### src/rtl/pmu_pkg.sv
package pmu_pkg;
  localparam int DATA_W   = 32;
  localparam int ADDR_W   = 4;
  localparam int CYC_BIT  = DATA_W - 1;

  typedef enum logic [ADDR_W-1:0] {
    A_CTRL  = 4'd0,
    A_ENSET = 4'd1,
    A_ENCLR = 4'd2,
    A_FLAG  = 4'd3,
    A_CYC   = 4'd4,
    A_EVT0  = 4'd5
  } pmu_addr_e;
endpackage

### src/rtl/pmu_counter.sv
module pmu_counter #(
  parameter int W = 32
) (
  input  logic         clk,
  input  logic         rst_n,
  input  logic         inc,
  input  logic         load,
  input  logic [W-1:0] load_val,
  output logic [W-1:0] value,
  output logic         wrap
);
  // load has priority; a wrap is only reported for a real step past all ones
  assign wrap = inc & ~load & (&value);

  always_ff @(posedge clk or negedge rst_n) begin
    if (!rst_n)    value <= '0;
    else if (load) value <= load_val;
    else if (inc)  value <= value + W'(1);
  end

  a_r5_single_step: assert property (@(posedge clk) disable iff (!rst_n)
    (inc && !load) |=> (value == $past(value) + W'(1)));
  a_r2_hold_when_idle: assert property (@(posedge clk) disable iff (!rst_n)
    (!inc && !load) |=> $stable(value));
  a_r10_load_value: assert property (@(posedge clk) disable iff (!rst_n)
    load |=> (value == $past(load_val)));
endmodule

### src/rtl/pmu_ctrl_regs.sv
module pmu_ctrl_regs
  import pmu_pkg::*;
#(
  parameter int NUM_EVT = 4
) (
  input  logic              clk,
  input  logic              rst_n,
  input  logic              we,
  input  logic [ADDR_W-1:0] addr,
  input  logic [DATA_W-1:0] wdata,
  input  logic [NUM_EVT:0]  wrap,     // index NUM_EVT is the cycle counter
  output logic              glb_en,
  output logic [NUM_EVT:0]  run_en,
  output logic [DATA_W-1:0] en_word,
  output logic [DATA_W-1:0] flag_word
);
  localparam int NCNT = NUM_EVT + 1;

  logic [NCNT-1:0] en_q, flag_q, wmask, set_m, clr_m, fclr_m;

  // map bus word onto counter slots: event i -> bit i, cycle -> top bit
  generate
    for (genvar i = 0; i < NUM_EVT; i++) begin : g_map
      assign wmask[i] = wdata[i];
    end
  endgenerate
  assign wmask[NUM_EVT] = wdata[CYC_BIT];

  assign set_m  = (we && addr == A_ENSET) ? wmask : '0;
  assign clr_m  = (we && addr == A_ENCLR) ? wmask : '0;
  assign fclr_m = (we && addr == A_FLAG)  ? wmask : '0;

  always_ff @(posedge clk or negedge rst_n) begin
    if (!rst_n) begin
      glb_en <= 1'b0;
      en_q   <= '0;
      flag_q <= '0;
    end else begin
      if (we && addr == A_CTRL) glb_en <= wdata[0];
      en_q   <= (en_q | set_m) & ~clr_m;
      flag_q <= (flag_q & ~fclr_m) | wrap;   // a fresh wrap beats a clear
    end
  end

  assign run_en = glb_en ? en_q : '0;

  always_comb begin
    en_word   = '0;
    flag_word = '0;
    for (int i = 0; i < NUM_EVT; i++) begin
      en_word[i]   = en_q[i];
      flag_word[i] = flag_q[i];
    end
    en_word[CYC_BIT]   = en_q[NUM_EVT];
    flag_word[CYC_BIT] = flag_q[NUM_EVT];
  end

  a_r7_wrap_sets_flag: assert property (@(posedge clk) disable iff (!rst_n)
    (|wrap) |=> ((flag_q & $past(wrap)) == $past(wrap)));
  a_r8_clear_flag: assert property (@(posedge clk) disable iff (!rst_n)
    ((|fclr_m) && wrap == '0) |=> ((flag_q & $past(fclr_m)) == '0));
  a_r8_flag_sticky: assert property (@(posedge clk) disable iff (!rst_n)
    (fclr_m == '0 && wrap == '0) |=> $stable(flag_q));
  a_r3_enables_kept: assert property (@(posedge clk) disable iff (!rst_n)
    (set_m == '0 && clr_m == '0) |=> $stable(en_q));
endmodule

### src/rtl/pmu_counter_unit.sv
module pmu_counter_unit
  import pmu_pkg::*;
#(
  parameter int NUM_EVT = 4
) (
  input  logic              clk,
  input  logic              rst_n,
  input  logic              bus_we,
  input  logic [ADDR_W-1:0] bus_addr,
  input  logic [DATA_W-1:0] bus_wdata,
  output logic [DATA_W-1:0] bus_rdata,
  input  logic [NUM_EVT-1:0] evt_pulse
);
  localparam int NCNT = NUM_EVT + 1;

  logic              glb_en;
  logic [NCNT-1:0]   run_en, wrap;
  logic [DATA_W-1:0] en_word, flag_word;
  logic [DATA_W-1:0] cnt_val [NCNT];

  pmu_ctrl_regs #(.NUM_EVT(NUM_EVT)) u_regs (
    .clk(clk), .rst_n(rst_n), .we(bus_we), .addr(bus_addr), .wdata(bus_wdata),
    .wrap(wrap), .glb_en(glb_en), .run_en(run_en),
    .en_word(en_word), .flag_word(flag_word)
  );

  generate
    for (genvar i = 0; i < NCNT; i++) begin : g_cnt
      localparam logic [ADDR_W-1:0] MY_ADDR =
        (i == NUM_EVT) ? A_CYC : ADDR_W'(int'(A_EVT0) + i);
      logic step;
      if (i == NUM_EVT) begin : g_cyc
        assign step = run_en[i];
      end else begin : g_evt
        assign step = run_en[i] & evt_pulse[i];
      end
      pmu_counter #(.W(DATA_W)) u_cnt (
        .clk(clk), .rst_n(rst_n), .inc(step),
        .load(bus_we && bus_addr == MY_ADDR), .load_val(bus_wdata),
        .value(cnt_val[i]), .wrap(wrap[i])
      );
    end
  endgenerate

  always_comb begin
    bus_rdata = '0;
    case (bus_addr)
      A_CTRL:          bus_rdata = {{(DATA_W-1){1'b0}}, glb_en};
      A_ENSET, A_ENCLR: bus_rdata = en_word;
      A_FLAG:          bus_rdata = flag_word;
      A_CYC:           bus_rdata = cnt_val[NUM_EVT];
      default: begin
        for (int i = 0; i < NUM_EVT; i++)
          if (bus_addr == ADDR_W'(int'(A_EVT0) + i)) bus_rdata = cnt_val[i];
      end
    endcase
  end

  a_r2_global_off_freezes_cycle: assert property (@(posedge clk) disable iff (!rst_n)
    (!glb_en && !bus_we) |=> $stable(cnt_val[NUM_EVT]));
  a_r6_cycle_advances: assert property (@(posedge clk) disable iff (!rst_n)
    (glb_en && en_word[CYC_BIT] && !bus_we) |=>
      (cnt_val[NUM_EVT] == $past(cnt_val[NUM_EVT]) + DATA_W'(1)));
endmodule

### config.mk
export PLATFORM = sky130hd
export DESIGN_NAME = pmu_counter_unit
export DESIGN_NICKNAME = d
export VERILOG_FILES = /design/src/rtl/pmu_pkg.sv /design/src/rtl/pmu_counter.sv /design/src/rtl/pmu_ctrl_regs.sv /design/src/rtl/pmu_counter_unit.sv
export SDC_FILE = /design/constraint.sdc
export NUM_CORES = 1
export LEC_CHECK = 0
export BUFFER_PORTS_ARGS = -buffer_cell sky130_fd_sc_hd__buf_2
export CELL_PAD_IN_SITES_DETAIL_PLACEMENT = 1
export CELL_PAD_IN_SITES_GLOBAL_PLACEMENT = 1
export CORE_MARGIN = 1
export CORE_UTILIZATION = 50
export DETAILED_ROUTE_END_ITERATION = 8
export HOLD_SLACK_MARGIN = 0.15
export MAX_ROUTING_LAYER = met4
export PLACE_DENSITY_LB_ADDON = 0.12
export SLEW_MARGIN = 20
export SYNTH_ARGS = -nofsm -noshare
export SYNTH_HDL_FRONTEND = slang
export SYNTH_SLANG_ARGS = --single-unit
### constraint.sdc
create_clock -name clk -period 6 [get_ports clk]
set_input_delay 0.3 -clock clk [delete_from_list [all_inputs] [get_ports clk]]
set_output_delay 0.3 -clock clk [all_outputs]
set_load 0.02 [all_outputs]
**After elaboration in Yosys (flattened, before gate mapping)**

Index checks and enable logic that the tools add are counted.
Widths: inputs -> output; s select.

- Flip-flop bits (word level): 171
- Word-level logic and storage cells: 86
- Output and inout bits: 32

- Add/sub/neg operators: 5
- Equality and inequality tests: 8
- Muxes and demuxes: 19
- Reduce and logical (&&, ||, !) cells: 21
- Bitwise operators: 25

Operator list:

| kind | count |
|---|---|
| $mux 32 | 14 |
| $add 32x1->32 const B | 5 |
| $reduce_and 32->1 | 5 |
| $pmux 32 s4 | 1 |
| $mux 5 | 4 |
| $eq 4x3->1 const B | 4 |
| $and 1x1->1 | 14 |
| $and 5x5->5 | 2 |
| $not 5->5 | 2 |
| $or 5x5->5 | 2 |
| $reduce_bool 2->1 | 5 |
| $logic_and 1x1->1 | 9 |
| $eq 4x2->1 const B | 2 |
| $not 1->1 | 5 |
| $eq 4x1->1 const B | 1 |
| $eq 4x4->1 const B | 1 |
| $logic_not 4->1 | 1 |
| $reduce_or 2->1 | 1 |

**Logic depth before layout (Yosys ltp)**

Gate-level depths: netlist of run 1.

- Depth in word-level cells: 6
- Mapped depth: 8

**Hierarchy**

Synthesis of run 1 repeated with hierarchy kept, for this count alone.

- Cell total of the unflattened synthesis: 1629
- Area total of the unflattened synthesis: 12911.1 sq um

Modules (own cells, without submodules):

| module | instances | area each (sq um) | cells an instance | sequential area each (sq um) |
|---|---|---|---|---|
| pmu_counter (g_cnt[0].u_cnt ...) | 4 | 1934.4 | 226 | 800.8 |
| pmu_counter_unit | 1 | 2459.9 | 416 | 0.0 |
| pmu_counter (g_cnt[2].u_cnt) | 1 | 1818.0 | 210 | 800.8 |
| pmu_ctrl_regs | 1 | 895.9 | 99 | 275.3 |

**Worst setup path before layout of run 1**

Ideal clock, no wire load.

- Kind: input-to-output
- From: in bus_addr[0]
- To: out bus_rdata[13]
- Required time: 5700 ps
- Arrival: 1881 ps
- Stages on the path: 7
- Path slack: 3819 ps
- Path buffers: 3
- Path through: clkbuf_1 > buf_1 > clkbuf_1 > nand2_1 > o21ai_0 > a22oi_1 > o21ai_0

- Longest elaborated chain between the ends: 6

Ends and longest elaborated chain:

| element | RTL line | source |
|---|---|---|
| from (decl) | pmu_counter_unit.sv:9 | `input logic [ADDR_W-1:0] bus_addr,` |
| $eq 4x3->1 | pmu_counter_unit.sv:54 | `if (bus_addr == ADDR_W'(int'(A_EVT0) + i)) bus_rdata = cnt_val[i];` |
| $mux 32 (4 in a row) | pmu_counter_unit.sv:54 |  |
| $pmux 32 s4 * | pmu_counter_unit.sv:47 | `case (bus_addr)` |
| to (decl) | pmu_counter_unit.sv:11 | `output logic [DATA_W-1:0] bus_rdata,` |

Every way passes the cells marked *; elsewhere a longest branch is shown, timed or not.

**Worst setup path after layout of run 1**

- From: in bus_addr[0]
- To: out bus_rdata[4]

The elaborated chain is that of the path after synthesis.

==> impl_metrics.json, run 1 <==
{
  "status": "completed",
  "fin_hold_ws_ps": 156,
  "crit_chain": "buf_2, buf_4, nor2b_2, buf_4, a22oi_1, o21ai_0, buf_2",
  "wl_per_cell_um": 24.2,
  "rows": 53,
  "port_buffers": 74,
  "r2r_slack_ps": 3150,
  "crit_slowest_cell": "nor2b_2",
  "grt_pass1_wl_um": 60100,
  "tns_ps": 0,
  "grt_usage_pct": 37.3,
  "yosys.cell_types.count": 59,
  "synth_enable_flop_cells": 0,
  "syn_inst": 1276,
  "ios": 75,
  "hp-class": "primary input to flip-flop",
  "wl_met1_um": 16000,
  "critPathMaxStageDelay_ps": 630,
  "area_delta_synth_final_pct": 10.6,
  "avgViaCountPerCell": 6.45,
  "overflow": 0,
  "syn_area_per_cell_um2": 8.43,
  "power_density_mw_per_mm2": 345,
  "dp.final_hpwl_um": 27600,
  "fin_crit_ps": 2960,
  "cts_tree": "done",
  "hold_viol": 0,
  "tightestPinTransition_ps": 1090,
  "synth_ff_type": "dfrtp_1",
  "route.met3.wl_um": 2010,
  "fin_skew_ps": 11.7,
  "clk_pin_slew_worst_paths_ps": 70,
  "first_global_vias": 10400,
  "ant_nets": 0,
  "start_util_pct": 51.0,
  "fp.dieH_um": 149,
  "clockBufferDepth": 2,
  "wl_met2_um": 18300,
  "fmax_mhz": 338,
  "htreeDepth": 4,
  "setup_violations": 0,
  "end_kind": "output port",
  "drv_slew": 0,
  "p_leak_nw": 4.59,
  "synth_seq_area_share_pct": 39.8,
  "relSlewSlack_pct": 26.5,
  "start_kind": "primary input",
  "cp.arrival_ps": 2660,
  "routabilityCongestion": 0.937,
  "grt_start_max_net_pins": 77,
  "async_flop_share_pct": 100,
  "drtIter0Drc": 888,
  "fin_crit_sh_pct": 49.3,
  "antenna_found_initial": 0,
  "finalNetCount": 1352,
  "numClockSinks": 171,
  "route.detailed.drc": 0,
  "path_buf_inv": 4,
  "die_w_um": 149,
  "vias": 10300,
  "ys_ff_latch": 171,
  "drive_gt1_share_pct": 13.0,
  "clkLatencyLatePin_ps": 440,
  "rsz0062_at_grt": "no",
  "cts_buffers": 17,
  "synth_warnings": 0,
  "cp_top_family": "buffers and inverters",
  "core_mm2": 0.0211,
  "required_ps": 5700,
  "wl_um": 38500,
  "cts_setup_buffers": 0,
  "num_antenna_cells": 0,
  "dieArea_mm2": 0.0221,
  "maxCapViolCount": 0,
  "syn_area_mm2": 0.0108,
  "worstSetupPathType": "primary input to output port",
  "crit_fanout": 51,
  "cts_root_buf": "clkbuf_16",
  "syn_nets": 1324,
  "top_layer": "met4",
  "drt-pass1-iter-count": 6,
  "vdd_drop_max_uv": 180
}
layer usage:
metal / track usage, % / vias up
met5: - / -
met4: 21.1 / 0
met3: 4.94 / 115
met2: 58.9 / 385
met1: 46.2 / 5165
li1: - / 4604
cell type report:
class | count | area, um^2
Inverter | 19 | 71.3
Fill cell | 2526 | 9190
Multi-Input combinational cell | 1007 | 6120
Timing Repair Buffer | 88 | 499
Tap cell | 275 | 344
Clock inverter | 13 | 143
Clock buffer | 18 | 439
Sequential cell | 171 | 4280
worst paths after layout:
check | startpoint | to | cells after the start
setup / recovery | bus_addr[0] | bus_rdata[4] | 7
hold / removal | bus_wdata[21] | g_cnt[1].u_cnt.value[21]$_DFFE_PN0P_ | 3
setup reg to reg | u_regs.glb_en$_DFFE_PN0P_ | g_cnt[2].u_cnt.value[24]$_DFFE_PN0P_ | 5
hold reg to reg | u_regs.flag_q[0]$_DFF_PN0_ | u_regs.flag_q[0]$_DFF_PN0_ | 2
max in group asynchronous | rst_n | g_cnt[4].u_cnt.value[7]$_DFFE_PN0P_ | 3
min in group asynchronous | rst_n | g_cnt[1].u_cnt.value[1]$_DFFE_PN0P_ | 2
power breakdown:
| part | internal, mW | switching [mW] | total (mW) |
|---|---|---|---|
| Clock | 0.626 | 0.505 | 1.13 |
| Sequential | 1.46 | 0.492 | 1.95 |
| Combinational | 0.451 | 0.573 | 1.02 |
kinds of logic after synthesis:
group	count (synthesis)	synth area share (%)
buf+inv	98	3.71
fa+ha+maj	5	0.582
simple gates	525	24.5
mux	36	3.69
compound gates	293	15.7
xor+xnor	148	12.0
flops	171	39.8
layout by cell type, fill, tap and decap left out, types with 26 or more instances in the layout:
| master | synthesis | layout |
|---|---|---|
| xor2_1 | 63 | 63 |
| a22oi_1 | 59 | 59 |
| mux2_2 | 29 | 29 |
| dfrtp_1 | 171 | 171 |
| nor4_1 | 30 | 29 |
| nand2_1 | 171 | 170 |
| nand3_1 | 65 | 64 |
| nand4_1 | 45 | 45 |
| nor2_1 | 100 | 99 |
| xnor2_1 | 85 | 85 |
| o21ai_0 | 129 | 129 |
| buf_2 | 3 | 73 |
| and3_1 | 28 | 27 |
| a21oi_1 | 77 | 77 |
| nor3_1 | 28 | 26 |
sequential cells by signal (all words and copies together), names as in the netlist:
name,count
u_regs.flag_q,5
g_cnt.u_cnt.value,160
u_regs.glb_en,1
u_regs.en_q,5
synthesized netlist by cell type, types with 7 or more instances:
| master | number | area share (%) |
|---|---|---|
| nand2_1 | 171 | 6.0 |
| and4_1 | 12 | 0.98 |
| o21ai_0 | 129 | 6.0 |
| xor2_1 | 63 | 5.1 |
| mux2i_1 | 7 | 0.65 |
| nor2_1 | 100 | 3.5 |
| nand4_1 | 45 | 2.6 |
| clkbuf_1 | 61 | 2.1 |
| mux2_2 | 29 | 3.0 |
| a22oi_1 | 59 | 4.1 |
| nor3_1 | 28 | 1.3 |
| dfrtp_1 | 171 | 40 |
| inv_1 | 19 | 0.66 |
| and3_1 | 28 | 1.6 |
| nand3_1 | 65 | 3.0 |
| buf_1 | 10 | 0.35 |
| nor4_1 | 30 | 1.7 |
| and2_1 | 7 | 0.41 |
| xnor2_1 | 85 | 6.9 |
| a21oi_1 | 77 | 3.6 |
worst reg2reg max path, stage by stage, from the launching register on:
cell	delay, ps
dfrtp_1	730
nand4_1	470
nor3_2	910
nand2_1	250
xor2_1	210
o21ai_0	190
what timing repair did:
action,4_1_cts,5_1_grt
gates resized for setup,0,0
endpoints found under the hold margin,75,0
hold buffers,2,0
per-stage QoR:
step           util (%)  setup WS (ps)  instance area, um^2  total power, mW  cells
6_report           56.4           3040                11900             4.11   1591
5_1_grt            56.4           3000                11900             4.30   1591
4_1_cts            56.3           3150                11900             4.09   1590
3_5_place_dp       53.4           3140                11300             2.95   1557
3_3_place_gp       53.4           3230                11300             2.88   1557
2_1_floorplan         -           3820                10800             2.50   1276
(Power assumes the default switching activity.)
==> run 2, diff against run 1 <==
--- a/config.mk
+++ b/config.mk
@@ -9,7 +9,7 @@
 export CELL_PAD_IN_SITES_DETAIL_PLACEMENT = 1
 export CELL_PAD_IN_SITES_GLOBAL_PLACEMENT = 1
 export CORE_MARGIN = 1
-export CORE_UTILIZATION = 50
+export CORE_UTILIZATION = 47
 export DETAILED_ROUTE_END_ITERATION = 8
 export HOLD_SLACK_MARGIN = 0.15
 export MAX_ROUTING_LAYER = met4
==> constraint.sdc (replaced) <==
create_clock -name clk -period 2.8 [get_ports clk]
set_input_delay 0.14 -clock clk [delete_from_list [all_inputs] [get_ports clk]]
set_output_delay 0.14 -clock clk [all_outputs]
set_load 0.02 [all_outputs]
==> impl_metrics.json, run 2 (synthesized netlist as in run 1, its figures left out) <==
{
  "area_delta_synth_final_pct": 15.0,
  "worstReg2RegEnd": "g_cnt[0].u_cnt.value[30]$_DFFE_PN0P_",
  "finish.utilization_pct": 55.8,
  "tightestPinTransition_ps": 812,
  "crit_slowest_cell": "dfrtp_1",
  "dieArea_mm2": 0.0235,
  "hp-class": "primary input to flip-flop",
  "reg2regPathDepth": 5,
  "dp.final_hpwl_um": 27900,
  "cp_top_family": "simple AND/OR/NAND/NOR gates",
  "clockBufferDepth": 2,
  "placed_area_mm2": 0.0115,
  "drv_slew": 0,
  "fin_skew_ps": 11.6,
  "end_kind": "flip-flop",
  "drive_gt1_share_pct": 14.1,
  "fillers": 2665,
  "routabilityCongestion": 0.916,
  "vias": 10300,
  "overflow": 0,
  "rows": 54,
  "wl_um": 38600,
  "clk_pin_slew_worst_paths_ps": 70,
  "multi_input_comb_area_mm2": 0.00612,
  "grt_start_max_net_pins": 66,
  "vdd_drop_max_uv": 357,
  "fin_crit_ps": 2570,
  "hp-start": "bus_we",
  "registers.top_by_ff_count": "g_cnt.u_cnt.value",
  "maxCapViolCount": 0,
  "reg2reg_from": "u_regs.glb_en$_DFFE_PN0P_",
  "tns_ps": 0,
  "cts_tree": "done",
  "required_ps": 3080,
  "core_mm2": 0.0222,
  "fp.dieH_um": 153,
  "start_kind": "flip-flop",
  "path_buf_inv": 0,
  "whs_path_depth": 3,
  "rsz0062_at_grt": "no",
  "drtIter0Drc": 678,
  "cts_buffers": 17,
  "wl_per_cell_um": 23.3,
  "ant_nets": 0,
  "cts_setup_buffers": 0,
  "power_density_mw_per_mm2": 702,
  "largest_reg_flops": 160,
  "critPathMaxStageDelay_ps": 710,
  "r2r_slack_ps": 230,
  "relSlewSlack_pct": 45.1,
  "setup_violations": 0,
  "cp.arrival_ps": 2850,
  "fmax_mhz": 389,
  "start_util_pct": 48.5,
  "cts_root_buf": "clkbuf_16",
  "grt_pass1_wl_um": 60900,
  "seq_area_mm2": 0.00428,
  "avgViaCountPerCell": 6.20,
  "worstSetupStartpoint": "u_regs.glb_en$_DFFE_PN0P_",
  "worstSetupPathType": "flip-flop to flip-flop",
  "crit_chain": "nand4_1, or2_1, nor4_1, xnor2_1, a21oi_1",
  "grt_usage_pct": 34.9,
  "numClockSinks": 171,
  "num_antenna_cells": 0,
  "fin_hold_ws_ps": 184,
  "antenna_found_initial": 0,
  "status": "completed",
  "route.detailed.drc": 0,
  "port_buffers": 74,
  "crit_fanout": 15,
  "top_regs": "g_cnt.u_cnt.value: 160 flops, u_regs.en_q: 5 flops, u_regs.flag_q: 5 flops",
  "final_common_cell": "dfrtp_1",
  "p_leak_nw": 4.82,
  "whs_endpoint": "u_regs.glb_en$_DFFE_PN0P_",
  "ios": 75,
  "drt-pass1-iter-count": 4,
  "hold_viol": 0,
  "htreeDepth": 4,
  "fin_crit_sh_pct": 91.9,
  "first_global_vias": 10600,
  "clkLatencyLatePin_ps": 440,
  "most-common-layout-cells": "dfrtp_1, nand2_1, o21ai_0",
  "die_w_um": 153,
  "finalNetCount": 1407,
  "final_area_mm2": 0.0124
}
-- run 2: cell types whose count changed in the layout (fill, tap and decap cells not counted), sizes merged --
cell	delta
buf	+24
bufinv	-2
inv	+3
clkinv	-1
clkbuf	+1
dlygate4sd3	+31
-- run 2: what timing repair did --
action,in CTS,in global routing
resized for setup,0,0
hold buffers,33,0
endpoints found under the hold margin,217,0
-- run 2: power by group --
part           internal [mW]  switching (mW)  total [mW]
clock                   1.18            1.13        2.32
sequential              3.13           0.989        4.12
combinational           1.01            1.24        2.25
total                   5.32            3.36        8.68
-- run 2: layout make-up --
cell class              instances  share of cell area [%]
clock buffers                  19                    3.58
clock inverters                13                   0.890
inverters                      19                   0.576
multi-input cells            1007                    49.4
flip-flops and latches        171                    34.6
well taps                     280                    2.83
repair buffers                143                    8.10
-- run 2: per-stage QoR --
step / std cells / total power, mW / setup slack, ps
after global routing: 1652 / 9.13 / 120
after detailed placement: 1587 / 6.30 / 362
final: 1652 / 8.68 / 227
after global placement: 1587 / 6.16 / 482
after CTS: 1652 / 8.67 / 336
after floorplan: 1276 / 5.36 / 879
-- run 2: tightest hold or removal path, cell delays in order --
cell,delay (ps)
buf_2,190
nand3_1,110
mux2_2,150
-- run 2: per-layer routing --
metal	vias to the layer above	track usage, %	part of all wire (%)
met5	-	-	0
met4	0	15.6	4.4
met3	83	4.34	4.4
met2	322	55.9	48
met1	5128	44.3	43
li1	4717	-	-
-- run 2: worst max path at each step --
| stage | to | slack, ps | cells past startpoint |
|---|---|---|---|
| 2_1_floorplan | g_cnt[3].u_cnt.value[28]$_DFFE_PN0P_ | 880 | 6 |
| 3_3_place_gp | g_cnt[0].u_cnt.value[30]$_DFFE_PN0P_ | 480 | 5 |
| 3_5_place_dp | g_cnt[0].u_cnt.value[30]$_DFFE_PN0P_ | 360 | 5 |
| 4_1_cts | g_cnt[0].u_cnt.value[30]$_DFFE_PN0P_ | 340 | 5 |
| 5_1_grt | g_cnt[0].u_cnt.value[30]$_DFFE_PN0P_ | 120 | 5 |
| 6_report | g_cnt[0].u_cnt.value[30]$_DFFE_PN0P_ | 230 | 5 |
==> run 3, diff against run 2 <==
==> constraint.sdc (replaced) <==
create_clock -name clk -period 2.8 [get_ports clk]
set_input_delay 0.14 -clock clk [delete_from_list [all_inputs] [get_ports clk]]
set_output_delay 0.14 -clock clk [all_outputs]
set_load 0.1 [all_outputs]
==> impl_metrics.json, run 3 (synthesized netlist as in run 1, its figures left out) <==
{
  "rsz0062_at_grt": "no",
  "ios": 75,
  "core_mm2": 0.0222,
  "cts_tree": "done",
  "routabilityCongestion": 0.913,
  "numClockSinks": 171,
  "clkLatencyLatePin_ps": 450,
  "fin_crit_ps": 2490,
  "hold_viol": 0,
  "clockBufferDepth": 2,
  "route.detailed.drc": 0,
  "area_delta_synth_final_pct": 21.1,
  "fmax_mhz": 401,
  "post_cts_resized": 0,
  "required_ps": 3080,
  "finalNetCount": 1409,
  "drive_gt1_share_pct": 14.6,
  "start_kind": "flip-flop",
  "setup_violations": 0,
  "fin_skew_ps": 18.2,
  "vdd_drop_max_uv": 439,
  "clk_pin_slew_worst_paths_ps": 70,
  "hp-class": "primary input to flip-flop",
  "dp.final_hpwl_um": 28200,
  "wl_per_cell_um": 24.2,
  "largest_reg_flops": 160,
  "wl_um": 40000,
  "power_density_mw_per_mm2": 747,
  "vias": 10500,
  "first_global_vias": 10800,
  "p_leak_nw": 5.00,
  "htreeDepth": 4,
  "most-common-layout-cells": "dfrtp_1, nand2_1, o21ai_0",
  "final_area_mm2": 0.0130,
  "finish.utilization_pct": 58.8,
  "antenna_found_initial": 0,
  "drt-pass1-iter-count": 5,
  "overflow": 0,
  "dieArea_mm2": 0.0235,
  "final_common_cell": "dfrtp_1",
  "avgViaCountPerCell": 6.35,
  "start_util_pct": 48.5,
  "cp.arrival_ps": 2780,
  "grt_start_max_net_pins": 66,
  "fin_crit_sh_pct": 89.0,
  "cts_buffers": 17,
  "top_regs": "g_cnt.u_cnt.value: 160 flops, u_regs.en_q: 5 flops, u_regs.flag_q: 5 flops",
  "cts_root_buf": "clkbuf_16",
  "maxCapViolCount": 0,
  "relSlewSlack_pct": 30.3,
  "tns_ps": 0,
  "cts_hold_buf": 34,
  "port_buffers": 74,
  "fp.dieH_um": 153,
  "tightestPinTransition_ps": 1030,
  "drtIter0Drc": 996,
  "die_w_um": 153,
  "num_antenna_cells": 0,
  "instances_no_fill": 1654,
  "status": "completed",
  "grt_pass1_wl_um": 62800,
  "rows": 54,
  "dp.cells": 1588,
  "worstSetupPathType": "flip-flop to flip-flop",
  "grt_usage_pct": 36.3,
  "cts_setup_buffers": 0,
  "end_kind": "flip-flop",
  "crit_fanout": 15,
  "drv_slew": 0,
  "ant_nets": 0,
  "placed_area_mm2": 0.0120,
  "registers.top_by_ff_count": "g_cnt.u_cnt.value"
}
[run 3: layout make-up]
class                   instances  area (um^2)
multi-input cells            1007         6140
clock inverters                12          209
well taps                     280          350
repair buffers                145         1510
clock buffers                  20          467
fillers                      2600         9130
flip-flops and latches        171         4280
inverters                      19         71.3
[run 3: per-stage QoR]
| stage | power [mW] | hold WS, ps | setup WS, ps |
|---|---|---|---|
| 2_1_floorplan | 5.72 | -156 | 64.9 |
| 3_3_place_gp | 6.71 | 183 | 543 |
| 3_5_place_dp | 6.86 | 185 | 438 |
| 4_1_cts | 9.71 | 185 | 347 |
| 5_1_grt | 10.2 | 200 | 200 |
| 6_report | 9.74 | 190 | 309 |
[run 3: worst max-delay path: stages (launching register included)]
cell and delay, ps:
dfrtp_1 740, nand4_1 350, or2_1 430, nor4_1 480, xnor2_1 220, a21oi_1 110
[run 3: metal layers]
layer / global-route usage, % / part of all wire [%]
met5: - / 0
met4: 13.9 / 4.0
met3: 5.25 / 4.6
met2: 59.0 / 49
met1: 45.7 / 43
[run 3: worst paths after layout]
| path | startpoint | to | slack (ps) | depth (start not counted) |
|---|---|---|---|---|
| setup reg to reg | u_regs.glb_en$_DFFE_PN0P_ | g_cnt[0].u_cnt.value[22]$_DFFE_PN0P_ | 310 | 5 |
| min in group asynchronous | rst_n | g_cnt[1].u_cnt.value[3]$_DFFE_PN0P_ | 270 | 2 |
| max in group asynchronous | rst_n | g_cnt[1].u_cnt.value[23]$_DFFE_PN0P_ | 1730 | 3 |
| hold reg to reg | u_regs.flag_q[0]$_DFF_PN0_ | u_regs.flag_q[0]$_DFF_PN0_ | 550 | 2 |
| setup / recovery | u_regs.glb_en$_DFFE_PN0P_ | g_cnt[0].u_cnt.value[22]$_DFFE_PN0P_ | 310 | 5 |
| hold / removal | evt_pulse[3] | g_cnt[3].u_cnt.value[1]$_DFFE_PN0P_ | 190 | 4 |
[run 3: power by group]
group / total, mW / leakage [nW] / internal, mW / switching [mW]
sequential: 4.14 / 2.02 / 3.13 / 1.01
combinational: 2.82 / 2.66 / 1.18 / 1.63
clock: 2.78 / 0.324 / 1.67 / 1.12
